--- config.mk ---
export PLATFORM = sky130hd
export DESIGN_NAME = kwdt_top
export DESIGN_NICKNAME = d
export VERILOG_FILES = /design/src/rtl/kwdt_pkg.sv /design/src/rtl/kwdt_regs.sv /design/src/rtl/kwdt_counter.sv /design/src/rtl/kwdt_top.sv
export SDC_FILE = /design/constraint.sdc
export NUM_CORES = 1
export LEC_CHECK = 0
export ABC_AREA = 1
export BUFFER_PORTS_ARGS = -buffer_cell sky130_fd_sc_hd__clkbuf_2
export CORE_UTILIZATION = 45
export CTS_BUF_LIST = sky130_fd_sc_hd__clkbuf_16
export DETAILED_ROUTE_END_ITERATION = 10
export PLACE_DENSITY_LB_ADDON = 0.2
export SETUP_SLACK_MARGIN = 0.4
export SLEW_MARGIN = 5
export SYNTH_ARGS = -nofsm -noshare
export SYNTH_HDL_FRONTEND = slang
export SYNTH_SLANG_ARGS = --single-unit
--- constraint.sdc ---
create_clock -name clk -period 2.7 [get_ports clk]
set_clock_uncertainty 0.2 [all_clocks]
set_input_delay 0.405 -clock clk [delete_from_list [all_inputs] [get_ports clk]]
set_output_delay 0.405 -clock clk [all_outputs]
set_load 0.03 [all_outputs]
--- src/rtl/kwdt_pkg.sv ---
package kwdt_pkg;

    localparam int WORD_W = 32;
    localparam logic [15:0] FEED_KEY = 16'h4755;
    localparam int N_ACT = 3;

    typedef enum logic [1:0] {
        REG_COUNT  = 2'd0,
        REG_RELOAD = 2'd1,
        REG_FEED   = 2'd2,
        REG_CTRL   = 2'd3
    } reg_sel_e;

    typedef struct packed {
        logic [21:0] upper;
        logic [2:0]  rsvd;
        logic [1:0]  mode;
        logic        tick_sel;
        logic        ext_en;
        logic        irq_en;
        logic        sysrst_en;
        logic        run_en;
    } ctrl_t;

    function automatic ctrl_t clean_ctrl(input logic [WORD_W-1:0] d);
        ctrl_t c;
        c = ctrl_t'(d);
        c.rsvd = '0;
        return c;
    endfunction

endpackage

--- src/rtl/kwdt_regs.sv ---
module kwdt_regs
    import kwdt_pkg::*;
#(
    parameter int ADDR_W = 6,
    parameter logic [WORD_W-1:0] RESET_LOAD = 32'h014FB180
) (
    input  logic              clk,
    input  logic              rst,
    input  logic              bus_sel,
    input  logic              bus_wr,
    input  logic [ADDR_W-1:0] bus_addr,
    input  logic [WORD_W-1:0] bus_wdata,
    output logic [WORD_W-1:0] bus_rdata,
    input  logic [WORD_W-1:0] cnt_i,
    input  logic              veto_clr_i,
    output ctrl_t             ctrl_o,
    output logic [WORD_W-1:0] reload_o,
    output logic              load_o
);
    localparam int IDX_W = ADDR_W - 2;

    logic [IDX_W-1:0]  idx;
    logic              in_map;
    logic              wr_ok;
    reg_sel_e          rsel;
    ctrl_t             ctrl_q;
    logic [WORD_W-1:0] reload_q;

    assign idx    = bus_addr[ADDR_W-1:2];
    assign in_map = (bus_addr[1:0] == 2'b00) && (idx <= IDX_W'(3));
    assign rsel   = reg_sel_e'(idx[1:0]);
    assign wr_ok  = bus_sel && bus_wr && in_map;

    always_comb begin
        bus_rdata = '0;
        if (bus_sel && !bus_wr && in_map) begin
            case (rsel)
                REG_COUNT:  bus_rdata = cnt_i;
                REG_RELOAD: bus_rdata = reload_q;
                REG_FEED:   bus_rdata = '0;
                REG_CTRL:   bus_rdata = ctrl_q;
                default:    bus_rdata = '0;
            endcase
        end
    end

    assign load_o = wr_ok &&
        (((rsel == REG_FEED) && (bus_wdata[15:0] == FEED_KEY)) ||
         ((rsel == REG_CTRL) && bus_wdata[0] && !ctrl_q.run_en));

    always_ff @(posedge clk) begin
        if (rst) begin
            ctrl_q   <= '0;
            reload_q <= RESET_LOAD;
        end else begin
            if (wr_ok && rsel == REG_RELOAD)
                reload_q <= bus_wdata;
            if (veto_clr_i)
                ctrl_q <= '0;
            else if (wr_ok && rsel == REG_CTRL)
                ctrl_q <= clean_ctrl(bus_wdata);
        end
    end

    assign ctrl_o   = ctrl_q;
    assign reload_o = reload_q;

    AST_RELOAD_GUARD: assert property (@(posedge clk) disable iff (rst)
        !(wr_ok && rsel == REG_RELOAD) |=> $stable(reload_q));

    AST_VETO_WIPE: assert property (@(posedge clk) disable iff (rst)
        veto_clr_i |=> (ctrl_q == '0));

endmodule

--- src/rtl/kwdt_counter.sv ---
module kwdt_counter
    import kwdt_pkg::*;
#(
    parameter logic [WORD_W-1:0] RESET_LOAD = 32'h014FB180
) (
    input  logic              clk,
    input  logic              rst,
    input  logic              load_i,
    input  logic [WORD_W-1:0] reload_i,
    input  ctrl_t             ctrl_i,
    input  logic              tick_i,
    input  logic              mc_rst_i,
    output logic [WORD_W-1:0] cnt_o,
    output logic              veto_clr_o,
    output logic [N_ACT-1:0]  act_o
);
    logic [WORD_W-1:0] cnt_q;
    logic              done_q;
    logic              running;
    logic              step;
    logic              expire;
    logic [N_ACT-1:0]  gate_en;
    logic [N_ACT-1:0]  act_q;

    assign running = ctrl_i.run_en && !done_q;
    assign step    = ctrl_i.tick_sel ? tick_i : 1'b1;
    assign expire  = running && (cnt_q == '0) && !load_i;
    assign veto_clr_o = expire && mc_rst_i;
    assign gate_en = {ctrl_i.ext_en, ctrl_i.irq_en, ctrl_i.sysrst_en};

    always_ff @(posedge clk) begin
        if (rst) begin
            cnt_q  <= RESET_LOAD;
            done_q <= 1'b0;
        end else if (load_i) begin
            cnt_q  <= reload_i;
            done_q <= 1'b0;
        end else if (expire) begin
            done_q <= 1'b1;
        end else if (running && step) begin
            cnt_q <= cnt_q - WORD_W'(1);
        end
    end

    for (genvar g = 0; g < N_ACT; g++) begin : g_act
        always_ff @(posedge clk) begin
            if (rst)
                act_q[g] <= 1'b0;
            else
                act_q[g] <= expire && !mc_rst_i && gate_en[g];
        end
    end

    assign cnt_o = cnt_q;
    assign act_o = act_q;

    AST_DEC_ONE: assert property (@(posedge clk) disable iff (rst)
        (running && step && cnt_q != '0 && !load_i) |=> (cnt_q == $past(cnt_q) - WORD_W'(1)));

    AST_HOLD_IDLE: assert property (@(posedge clk) disable iff (rst)
        (!ctrl_i.run_en && !load_i) |=> $stable(cnt_q));

    AST_SINGLE_PULSE: assert property (@(posedge clk) disable iff (rst)
        act_q[0] |=> !act_q[0]);

    AST_IRQ_GATED: assert property (@(posedge clk) disable iff (rst)
        act_q[1] |-> ($past(ctrl_i.irq_en) && !$past(mc_rst_i)));

    AST_VETO_SILENT: assert property (@(posedge clk) disable iff (rst)
        (act_q != '0) |-> !$past(mc_rst_i));

endmodule

--- src/rtl/kwdt_top.sv ---
module kwdt_top
    import kwdt_pkg::*;
#(
    parameter int ADDR_W = 6,
    parameter logic [31:0] RESET_LOAD = 32'h014FB180
) (
    input  logic              clk,
    input  logic              rst,
    input  logic              bus_sel,
    input  logic              bus_wr,
    input  logic [ADDR_W-1:0] bus_addr,
    input  logic [31:0]       bus_wdata,
    output logic [31:0]       bus_rdata,
    input  logic              tick_i,
    input  logic              mc_rst_i,
    output logic              sys_rst_req_o,
    output logic              irq_o,
    output logic              ext_rst_o,
    output logic [1:0]        rst_mode_o
);
    ctrl_t             ctrl;
    logic [WORD_W-1:0] reload;
    logic [WORD_W-1:0] cnt;
    logic              load;
    logic              veto_clr;
    logic [N_ACT-1:0]  act;

    kwdt_regs #(.ADDR_W(ADDR_W), .RESET_LOAD(RESET_LOAD)) u_regs (
        .clk(clk), .rst(rst),
        .bus_sel(bus_sel), .bus_wr(bus_wr), .bus_addr(bus_addr),
        .bus_wdata(bus_wdata), .bus_rdata(bus_rdata),
        .cnt_i(cnt), .veto_clr_i(veto_clr),
        .ctrl_o(ctrl), .reload_o(reload), .load_o(load)
    );

    kwdt_counter #(.RESET_LOAD(RESET_LOAD)) u_counter (
        .clk(clk), .rst(rst),
        .load_i(load), .reload_i(reload), .ctrl_i(ctrl),
        .tick_i(tick_i), .mc_rst_i(mc_rst_i),
        .cnt_o(cnt), .veto_clr_o(veto_clr), .act_o(act)
    );

    assign sys_rst_req_o = act[0];
    assign irq_o         = act[1];
    assign ext_rst_o     = act[2];
    assign rst_mode_o    = ctrl.mode;

endmodule

==> results.py <==
metrics = {
    "synthesis": {
        "synth.area.top_cells": "dfxtp_1 (35%), nand2_1 (19%), nand3_1 (8.7%)",
        "synthFlopType": "dfxtp_1",
        "synth_top_family_by_area": "simple AND/OR/NAND/NOR gates",
        "synthAdderAreaFrac": 0.002225,
        "ys_warn_count": 0,
        "synthesis.nets": 968,
        "async_flop_share": 0,
        "syn-cell-area_mm2": 0.005623,
        "synth_seq_cells": 97,
        "yosysTopAreaCell": "dfxtp_1",
        "synth_cells": 923,
        "yosys.area_share.simple": 0.3832,
        "synth.distinct_cells": 28,
        "yosysTopAreaCellShare": 0.3453,
        "synthXorXnorAreaFrac": 0.02181,
        "synth_compound_area_frac": 0.1444,
        "synth_seq_area_share": 0.3453,
        "muxShareOfSynthArea": 0,
        "syn_avg_cell_area_um2": 6.092,
        "synth_edf_count": 0,
    },
    "grt": {
        "grt_pass1_wl_um": 29470,
        "grt_max_degree": 52,
        "grt_overflow": 0,
        "busiest_layer": "met1",
        "met2_usage": 0.4321,
        "grt_pass1_vias": 5588,
        "grt_use_total": 0.2928,
        "antenna_found_initial": 0,
        "use_met1": 0.4395,
        "grt_use_met3": 0.03932,
    },
    "power_and_ir_drop": {
        "p_int_w": 0.002231,
        "power.share.clock": 0.440,
        "combinationalPowerShare": 0.076,
        "switching_share": 0.2492,
        "power.leakage_nw": 3.119,
        "p_per_area_mw_per_mm2": 439.6,
        "power.switching_w": 0.0007404,
        "p_total_w": 0.002972,
        "peakVddDrop_v": 0.0003151,
        "seqPwrFrac": 0.484,
    },
    "die": {
        "die_h_um": 113.8,
        "dieArea_mm2": 0.01295,
        "core_mm2": 0.01211,
        "fp.dieW_um": 113.8,
        "initial_core_util": 0.4643,
        "ios": 81,
        "row_count": 40,
    },
    "finish": {
        "fin_cells": 1172,
        "drive_above_1_share": 0.1614,
        "synthToLayoutAreaGrowth_pct": 20.23,
        "diodes": 0,
        "nets": 1044,
    },
    "routing": {
        "wirelength_um": 18780,
        "vias": 6361,
        "avgViaCountPerCell": 5.427,
        "first_pass_iters": 5,
        "route.detailed.drc": 0,
        "postRouteAntennaNets": 0,
        "wl_per_cell_um": 16.02,
        "drtIter0Drc": 631,
    },
    "worst_setup_path": {
        "crit_chain": "buf_2 > inv_2 > nor2_4 > buf_4 > inv_4 > nor2_1 > a2111oi_2 > buf_4",
        "critPathMaxFanout": 12,
        "startpoint_type": "input port",
        "end_kind": "primary output",
        "slowest_delay_ns": 0.33,
        "crit_type": "in -> out",
        "slowest_stage": "a2111oi_2",
        "crit_arrival_ns": 1.64,
        "path_common_cell": "buf_4",
        "cp.required_ns": 2.10,
    },
    "clock_network": {
        "cts_root_buffer": "clkbuf_16",
        "cts_tree": "done",
        "numCtsBuffers": 9,
        "clkSinkCount": 97,
        "clkTransAtPathRegs_ns": 0.07,
        "insertion_delay_ns": 0.35,
        "hold_buffers": 0,
        "cts_max_level": 3,
        "clockBufferDepth": 2,
    },
    "sta": {
        "finalCritPeriodShare": 0.8319,
        "setup_viol": 0,
        "setup_tns_ns": 0,
        "final_max_slew_viol_count": 0,
        "clock.fmax_mhz": 445.2,
        "slew_headroom": 0.5901,
        "whs_ns": 0.09121,
        "grt_setup_unrepaired": "yes",
        "hold_viol_final": 0,
        "min_period_ns": 2.246,
        "tightest_slew_ns": 0.6142,
    },
    "placed_design": {
        "port_buffers": 80,
        "hpwl_um": 13390,
        "place_congestion": 0.8915,
        "dp_cells": 1142,
    },
    "worst_hold_path": {
        "hold_path.class": "in -> reg",
    },
    "run_status": {
        "status": "finished, final reports clean",
    },
    "flow_run": {
        "cap_viol_max_count": 0,
    },
}
layout make-up:
cell class / instances / area, µm²
fill: 1309 / 5351
multi-input combinational: 681 / 3196
sequential: 97 / 1942
timing repair buffer: 114 / 745.7
inverter: 95 / 366.6
clock buffer: 9 / 225.2
tap: 168 / 210.2
clock inverter: 7 / 70.07
timing repair inverter: 1 / 5.005
timing repair:
item,CTS,global route
gates cloned,0,4
setup endpoints to repair,84,93
pin swaps,0,3
resized for setup,8,34
setup buffers,0,10
worst max-delay path: cells and delay by family:
family / cells / cell delay [ns]
AO/OA/AOI/OAI: 1 / 0.33
AND/OR/NAND/NOR: 2 / 0.13
buffers and inverters: 5 / 0.77
cells in the final DEF, fill, tap and decap left out, types with 2 or more instances in the layout:
| cell | n |
|---|---|
| nand3b_1 | 3 |
| buf_4 | 32 |
| o221ai_1 | 5 |
| inv_6 | 2 |
| clkbuf_2 | 71 |
| nand2_2 | 5 |
| o211ai_1 | 20 |
| inv_1 | 86 |
| nor3_1 | 4 |
| o21ai_0 | 51 |
| a2111oi_2 | 3 |
| nor2_2 | 6 |
| buf_2 | 3 |
| xor2_1 | 11 |
| nand3_1 | 98 |
| buf_6 | 2 |
| inv_2 | 6 |
| dfxtp_1 | 97 |
| nor2_4 | 3 |
| nor2_1 | 117 |
| buf_12 | 2 |
| xnor2_1 | 3 |
| inv_4 | 2 |
| nand2_1 | 277 |
| a2111oi_4 | 2 |
| nand4_1 | 7 |
| clkinvlp_4 | 3 |
| a21oi_1 | 62 |
| clkbuf_16 | 11 |
synthesized netlist by cell type, types with 5 or more instances:
cell       instances
a2111oi_0          5
nand4_1            7
nand2_1          279
buf_2             13
o21ai_0           51
o221ai_1           5
nor2_1           121
dfxtp_1           97
nand3_1           98
xor2_1            11
clkbuf_1          32
a21oi_1           62
inv_1             89
o211ai_1          20
power groups by stage:
stage | Combinational [W] | Sequential, W | Clock (W)
finish | 0.000225 | 0.00144 | 0.00131
floorplan | 0.000109 | 0.00147 | 0
detailed placement | 0.000195 | 0.00147 | 0
global route | 0.000244 | 0.00144 | 0.00138
global placement | 0.000194 | 0.00147 | 0
CTS | 0.000196 | 0.00144 | 0.00132
flip-flops by register name (all words and copies together) (netlist names):
register,cells
u_regs.ctrl_o,29
u_regs.reload_o,32
u_counter.cnt_o,32
u_counter.act_o,3
u_counter.done_q,1
routing by layer:
layer	wire length, µm	part of all wire
met1	8496	0.45
met2	8189	0.44
met3	1658	0.088
met4	435	0.023
met5	0	0
kinds of logic after synthesis:
logic type / count (synthesis)
AOI/OAI and AO/OA: 144
DFF: 97
buffers and inverters: 145
xor gates and xnor gates: 14
and+or+nand+nor: 522
adders and majority gates: 1
final timing paths:
| kind | start | to | slack (ns) | depth (start not counted) |
|---|---|---|---|---|
| worst max-delay path | bus_addr[2] | bus_rdata[15] | 0.45 | 8 |
| worst min-delay path | bus_wdata[16] | u_regs.reload_o[16] | 0.09 | 3 |
| worst max register to register | u_counter.cnt_o[1] | u_regs.ctrl_o[12] | 0.54 | 12 |
| worst min register to register | u_regs.ctrl_o[13] | u_regs.ctrl_o[13] | 0.26 | 2 |
per-stage QoR:
stage	setup slack [ns]	instance area [µm²]	utilization
after global routing	0.3985	6760	0.5582
after floorplan	0.2299	5654	-
after detailed placement	0.1709	6227	0.5142
after CTS	0.4127	6550	0.5408
final	0.4540	6760	0.5582
after global placement	0.2007	6227	0.5142
Power figures use the tool's default switching activity.
